<file path="config.mk">
export PLATFORM = sky130hd
export DESIGN_NAME = pw_ctrl
export DESIGN_NICKNAME = d
export VERILOG_FILES = /design/src/rtl/pw_pkg.sv /design/src/rtl/pw_latch.sv /design/src/rtl/pw_timer.sv /design/src/rtl/pw_guard.sv /design/src/rtl/pw_ctrl.sv
export SDC_FILE = /design/constraint.sdc
export NUM_CORES = 1
export LEC_CHECK = 0
export BUFFER_PORTS_ARGS = -buffer_cell sky130_fd_sc_hd__buf_4
export CAP_MARGIN = 20
export CORE_ASPECT_RATIO = 1.5
export CORE_MARGIN = 5
export CORE_UTILIZATION = 50
export DETAILED_ROUTE_END_ITERATION = 10
export MAX_ROUTING_LAYER = met4
export PLACE_DENSITY_LB_ADDON = 0.3
export SLEW_MARGIN = 25
export SYNTH_ARGS = -nofsm -noshare
export SYNTH_HDL_FRONTEND = slang
export SYNTH_SLANG_ARGS = --single-unit
</file>
<file path="constraint.sdc">
create_clock -name clk -period 4.5 [get_ports clk]
set_clock_uncertainty 0.2 [all_clocks]
set_input_delay 0.225 -clock clk [delete_from_list [all_inputs] [get_ports clk]]
set_output_delay 0.225 -clock clk [all_outputs]
set_load 0.02 [all_outputs]
</file>
<file path="src/rtl/pw_pkg.sv">
package pw_pkg;
    typedef enum logic [1:0] {
        ST_IDLE = 2'd0,
        ST_PROG = 2'd1,
        ST_HOLD = 2'd2
    } pw_state_e;
endpackage

</file>
<file path="src/rtl/pw_latch.sv">
module pw_latch #(
    parameter int OFF_W  = 5,
    parameter int DATA_W = 8
) (
    input  logic              clk,
    input  logic              rst_n,
    input  logic              clr,
    input  logic              wr_en,
    input  logic [OFF_W-1:0]  wr_off,
    input  logic [DATA_W-1:0] wr_data,
    input  logic [OFF_W-1:0]  rd_off,
    output logic [DATA_W-1:0] rd_data,
    output logic              rd_valid,
    output logic              any_valid
);
    localparam int SLOTS = 1 << OFF_W;

    logic [SLOTS-1:0]  vld_vec;
    logic [DATA_W-1:0] dat_arr [SLOTS];

    for (genvar i = 0; i < SLOTS; i++) begin : g_slot
        typedef struct packed {
            logic              vld;
            logic [DATA_W-1:0] dat;
        } slot_t;

        slot_t slot_d, slot_q;

        always_comb begin
            slot_d = slot_q;
            if (clr) begin
                slot_d.vld = 1'b0;
            end else if (wr_en && (wr_off == OFF_W'(i))) begin
                slot_d.vld = 1'b1;
                slot_d.dat = wr_data;
            end
        end

        always_ff @(posedge clk) begin
            if (!rst_n) begin
                slot_q <= '0;
            end else begin
                slot_q <= slot_d;
            end
        end

        assign vld_vec[i] = slot_q.vld;
        assign dat_arr[i] = slot_q.dat;
    end

    assign rd_data   = dat_arr[rd_off];
    assign rd_valid  = vld_vec[rd_off];
    assign any_valid = |vld_vec;

    AST_CLR_WR_EXCL: assert property (@(posedge clk) disable iff (!rst_n)
        !(clr && wr_en));

    AST_WR_MARKS_SLOT: assert property (@(posedge clk) disable iff (!rst_n)
        (wr_en && !clr) |=> any_valid);
endmodule

</file>
<file path="src/rtl/pw_timer.sv">
module pw_timer #(
    parameter int CYCLES = 100
) (
    input  logic clk,
    input  logic rst_n,
    input  logic start,
    output logic active,
    output logic done
);
    localparam int CW = $clog2(CYCLES + 1);

    typedef struct packed {
        logic          run;
        logic [CW-1:0] cnt;
    } tmr_t;

    tmr_t tmr_d, tmr_q;

    always_comb begin
        tmr_d = tmr_q;
        if (start) begin
            tmr_d.run = 1'b1;
            tmr_d.cnt = CW'(CYCLES - 1);
        end else if (tmr_q.run) begin
            if (tmr_q.cnt == '0) begin
                tmr_d.run = 1'b0;
            end else begin
                tmr_d.cnt = tmr_q.cnt - 1'b1;
            end
        end
    end

    always_ff @(posedge clk) begin
        if (!rst_n) begin
            tmr_q <= '0;
        end else begin
            tmr_q <= tmr_d;
        end
    end

    assign active = tmr_q.run;
    assign done   = tmr_q.run && (tmr_q.cnt == '0);

    AST_NO_RESTART: assert property (@(posedge clk) disable iff (!rst_n)
        start |-> !active);

    AST_DONE_ENDS: assert property (@(posedge clk) disable iff (!rst_n)
        (done && !start) |=> !active);
endmodule

</file>
<file path="src/rtl/pw_guard.sv">
module pw_guard #(
    parameter int ADDR_W = 12,
    parameter int PROT_W = 2
) (
    input  logic [ADDR_W-1:0] addr,
    input  logic              wp,
    output logic              blocked
);
    logic in_region;

    always_comb begin
        in_region = &addr[ADDR_W-1 -: PROT_W];
        blocked   = wp && in_region;
    end
endmodule

</file>
<file path="src/rtl/pw_ctrl.sv">
module pw_ctrl #(
    parameter int ADDR_W       = 12,
    parameter int OFF_W        = 5,
    parameter int DATA_W       = 8,
    parameter int PROT_W       = 2,
    parameter int WRITE_CYCLES = 100
) (
    input  logic              clk,
    input  logic              rst_n,
    input  logic              addr_load,
    input  logic [ADDR_W-1:0] addr_in,
    input  logic              byte_valid,
    input  logic [DATA_W-1:0] byte_in,
    input  logic              stop_evt,
    input  logic              wp,
    output logic              arr_we,
    output logic [ADDR_W-1:0] arr_addr,
    output logic [DATA_W-1:0] arr_wdata,
    output logic              busy,
    output logic [ADDR_W-1:0] cur_addr
);
    import pw_pkg::*;

    localparam int PAGE_W      = ADDR_W - OFF_W;
    localparam int PAGE_BYTES  = 1 << OFF_W;
    localparam int HOLD_CYCLES = (WRITE_CYCLES > PAGE_BYTES) ? WRITE_CYCLES : PAGE_BYTES + 1;
    localparam logic [OFF_W-1:0] OFF_MAX = OFF_W'(PAGE_BYTES - 1);

    typedef struct packed {
        pw_state_e         st;
        logic [PAGE_W-1:0] page;
        logic [OFF_W-1:0]  off;
        logic [OFF_W-1:0]  scan;
    } ctl_t;

    ctl_t ctl_d, ctl_q;

    logic              lat_clr;
    logic              lat_wr;
    logic [DATA_W-1:0] lat_rd_data;
    logic              lat_rd_valid;
    logic              lat_any;
    logic              tmr_start;
    logic              tmr_active;
    logic              tmr_done;
    logic              prot_blocked;

    pw_latch #(
        .OFF_W  (OFF_W),
        .DATA_W (DATA_W)
    ) u_latch (
        .clk       (clk),
        .rst_n     (rst_n),
        .clr       (lat_clr),
        .wr_en     (lat_wr),
        .wr_off    (ctl_q.off),
        .wr_data   (byte_in),
        .rd_off    (ctl_q.scan),
        .rd_data   (lat_rd_data),
        .rd_valid  (lat_rd_valid),
        .any_valid (lat_any)
    );

    pw_timer #(
        .CYCLES (HOLD_CYCLES)
    ) u_timer (
        .clk    (clk),
        .rst_n  (rst_n),
        .start  (tmr_start),
        .active (tmr_active),
        .done   (tmr_done)
    );

    pw_guard #(
        .ADDR_W (ADDR_W),
        .PROT_W (PROT_W)
    ) u_guard (
        .addr    (cur_addr),
        .wp      (wp),
        .blocked (prot_blocked)
    );

    always_comb begin
        ctl_d     = ctl_q;
        lat_clr   = 1'b0;
        lat_wr    = 1'b0;
        tmr_start = 1'b0;
        unique case (ctl_q.st)
            ST_IDLE: begin
                if (stop_evt) begin
                    if (lat_any && !prot_blocked) begin
                        ctl_d.st   = ST_PROG;
                        ctl_d.scan = '0;
                        tmr_start  = 1'b1;
                    end else begin
                        lat_clr = 1'b1;
                    end
                end else if (addr_load) begin
                    ctl_d.page = addr_in[ADDR_W-1:OFF_W];
                    ctl_d.off  = addr_in[OFF_W-1:0];
                    lat_clr    = 1'b1;
                end else if (byte_valid) begin
                    lat_wr    = 1'b1;
                    ctl_d.off = ctl_q.off + 1'b1;
                end
            end
            ST_PROG: begin
                ctl_d.scan = ctl_q.scan + 1'b1;
                if (ctl_q.scan == OFF_MAX) begin
                    ctl_d.st = ST_HOLD;
                end
            end
            ST_HOLD: begin
                if (tmr_done) begin
                    ctl_d.st = ST_IDLE;
                    lat_clr  = 1'b1;
                end
            end
            default: begin
                ctl_d.st = ST_IDLE;
            end
        endcase
    end

    always_ff @(posedge clk) begin
        if (!rst_n) begin
            ctl_q <= '{st: ST_IDLE, page: '0, off: '0, scan: '0};
        end else begin
            ctl_q <= ctl_d;
        end
    end

    assign busy      = (ctl_q.st != ST_IDLE);
    assign arr_we    = (ctl_q.st == ST_PROG) && lat_rd_valid;
    assign arr_addr  = {ctl_q.page, ctl_q.scan};
    assign arr_wdata = lat_rd_data;
    assign cur_addr  = {ctl_q.page, ctl_q.off};

    AST_WE_IN_BUSY: assert property (@(posedge clk) disable iff (!rst_n)
        arr_we |-> busy);

    AST_BUSY_MATCH_TIMER: assert property (@(posedge clk) disable iff (!rst_n)
        busy == tmr_active);

    AST_EMPTY_STOP: assert property (@(posedge clk) disable iff (!rst_n)
        (!busy && stop_evt && !lat_any) |=> !busy);

    AST_PROT_NO_CYCLE: assert property (@(posedge clk) disable iff (!rst_n)
        (!busy && stop_evt && wp && (&cur_addr[ADDR_W-1 -: PROT_W])) |=> !busy);

    AST_BUSY_ADDR_HOLD: assert property (@(posedge clk) disable iff (!rst_n)
        busy |=> (!busy || $stable(cur_addr)));

    AST_OFF_WRAP: assert property (@(posedge clk) disable iff (!rst_n)
        (!busy && !stop_evt && !addr_load && byte_valid && (cur_addr[OFF_W-1:0] == OFF_MAX))
        |=> ((cur_addr[OFF_W-1:0] == '0) && $stable(cur_addr[ADDR_W-1:OFF_W])));
endmodule

</file>
==> reports/results.tsv <==
metric	value	unit
DR pass1 iterations	6	
die width	147	um
worst skew pair latency	0.57	ns
post-synth cell types	53	
First DRT Iteration DRCs	1041	
CP required	4.07	ns
detailed-route DRC error count	0	
slowest stage cell, crit path	dfxtp_4	
Cell Pwr Density	372	nW/um^2
routed len/inst	20.9	um
IO buf count	59	
RSZ-0062 raised after global routing	false	
Ports	60	
initial antenna violation count	0	
crit-path cells	buf_4, mux4_2, mux4_2, nor2_1, a31oi_1, buf_4	
CTS buffer count	31	
Slew @ Worst Pin	0.960	ns
ranking of synthesized cells by area	dfxtp_1, mux4_2, nand2_1, a21oi_1, nand3_1	
top-area cell type share of the netlist area	0.448	
VDD IR max	0.000237	V
CTS max path bufs	3	
hold violation total from the final report	0	
total gr overflow	0	
final net count	1660	
share of cells above drive strength 1	0.142	
total power	5.85	mW
H-tree Lvls	1	
Max Slew Vio Count	0	
Syn Nets	1675	
CP Launch Type	register	
crit path buf inv count	2	
WP data arrival	3.19	ns
Initial Util	0.506	
area leader, netlist	dfxtp_1	
Row Count	75	
first-pass GRT wire length	65100	um
setup TNS	0	ns
vias in the first global route	11600	
die area	31700	um^2
Syn Inst Count	1640	
core box area	27900	um^2
gr usage total	0.263	
maxcap violations	0	
Post-synth EDFFs	0	
Crit path largest cell delay	0.78	ns
Tcrit/Tclk final	0.803	
classification of the worst setup path	register to output pin	
leakage	5.08	nW
Die Y	216	um
largest fanout on the critical path	34	
Fmax	0.277	GHz
Final setup viols	0	
hold slack	0.0531	ns
via/cell ratio	6.07	
largest net degree at the start of global routing	183	
final WL	41600	um
CTS tree	yes	
Inserted Diodes	0	
Mean Syn Cell Area	8.59	um^2
number of synthesized register bits	315	
Clock Sink Count	315	
Final Critical Period	3.61	ns
GPL Wtd Cong	0.943	
Synth async-reset ratio	0	
clk slew on worst S/H paths	0.06	ns
sequential area share after synthesis	0.448	
delay-heaviest family, CP	multiplexers	
antenna viol nets, final	0	
synthesis-to-layout area growth	11.7	%
Worst Hold Class	primary input to register	
CP endpoint kind	output pin	
YS warnings	0	
Post-Synthesis Cell Area	14100	um^2
Via Count	12100	
CTS root buf	clkbuf_16	
Slew headroom	0.360	
Post-CTS Setup Bufs	0	
Main synth FF type	dfxtp_1	
DP HPWL	26700	um
status	completed	
routing by layer:
metal  routed length, um  share of wire  up-vias  GRT usage
met4                2750          0.066        0      0.153
li1                    -              -     5596          -
met3                2700          0.065      139     0.0287
met1               15600           0.37     5853      0.309
met5                   0              0        -          -
met2               20600           0.50      513      0.439
sequential cells by signal, summed over array words and instances (netlist names):
signal,count
arr_addr,12
ctl_q,2
cur_addr,5
u_latch.dat_arr,256
u_latch.g_slot.slot_q,32
u_timer.active,1
u_timer.tmr_q,7
layout make-up:
cell class	count	area, um^2
Fill cell	2437	12100
Timing Repair Buffer	111	928
Inverter	17	71.3
Tap cell	346	433
Clock buffer	46	923
Sequential cell	315	6310
Clock inverter	11	133
Multi-Input combinational cell	1149	6940
cells in the final DEF (no fill, tap or decap), drive strengths merged, types with 3 or more instances in the layout:
master	instances
nand2	464
bufinv	3
nor3	5
dfxtp	315
nand3	110
nor3b	3
mux4	80
clkinv	7
ha	9
a21boi	8
and2	22
mux2i	3
o21ai	9
clkbuf	46
xnor2	3
a22oi	18
inv	17
a31oi	12
nor2	67
buf	81
nor4	15
dlygate4sd3	30
a21o	3
a211oi	6
a21oi	278
nor2b	4
synth_stat cells (3+ instances only):
| cell type | instances |
|---|---|
| clkbuf_1 | 86 |
| dfxtp_1 | 315 |
| nand2_2 | 3 |
| a21o_1 | 3 |
| a22oi_1 | 18 |
| xnor2_1 | 3 |
| a21boi_1 | 8 |
| a31oi_1 | 12 |
| a21oi_1 | 278 |
| mux2i_1 | 3 |
| buf_2 | 32 |
| nor2b_1 | 4 |
| a211oi_1 | 6 |
| nor4_4 | 5 |
| nand3_1 | 110 |
| nor2_1 | 67 |
| nand2_1 | 461 |
| nor3_1 | 4 |
| nor3b_1 | 3 |
| ha_1 | 9 |
| mux4_2 | 80 |
| inv_1 | 15 |
| nor4_1 | 9 |
| o21ai_0 | 7 |
| and2_1 | 22 |
| buf_4 | 37 |
tightest hold or removal path: cells and delay by family:
family / cells / cell delay, ns
AND/OR/NAND/NOR: 2 / 0.30
buffers and inverters: 1 / 0.18
AO/OA/AOI/OAI: 1 / 0.05
power breakdown:
group	switching (mW)	leakage [nW]	internal (mW)
clock	1.11	0.523	1.58
combinational	0.231	2.02	0.104
sequential	0.0223	2.54	2.80
path summary, 6_finish.rpt:
check	from	end	slack (ns)	depth (start not counted)
worst max-delay path	arr_addr[0]$_SDFFE_PN0P_	arr_wdata[2]	0.89	6
worst min register to register	u_latch.dat_arr[11]$_SDFFE_PN0P_	u_latch.dat_arr[11]$_SDFFE_PN0P_	0.25	2
worst min-delay path	addr_load	arr_addr[11]$_SDFFE_PN0P_	0.05	4
worst max register to register	ctl_q[18]$_SDFFE_PN0P_	u_latch.dat_arr[49]$_SDFFE_PN0P_	1.53	6
cell families (layout without fill, tap and decap cells):
group                    Yosys count  in the layout  synth area share
AND/OR/NAND/NOR                  706            706             0.217
buffers and inverters            176            185            0.0607
AO/OA/AOI/OAI                    344            344             0.132
flip-flops                       315            315             0.448
multiplexers                      85             85             0.132
XOR/XNOR                           5              5           0.00311
adder cells (fa/ha/maj)            9              9           0.00799
what timing repair did:
| action | CTS | global route |
|---|---|---|
| hold endpoints to repair | 276 | 0 |
| gates resized for setup | 0 | 0 |
| hold buffers | 30 | 0 |
metrics by stage:
step                setup slack [ns]  area [um^2]  instances  utilization
CTS                            0.891        15700       1994        0.564
global placement                1.49        14400       1907        0.515
detailed placement              1.49        14400       1907        0.515
global route                   0.786        15700       1995        0.565
finish                         0.886        15700       1995        0.565
floorplan                       2.08        14100       1640            -
(Power assumes the default switching activity.)
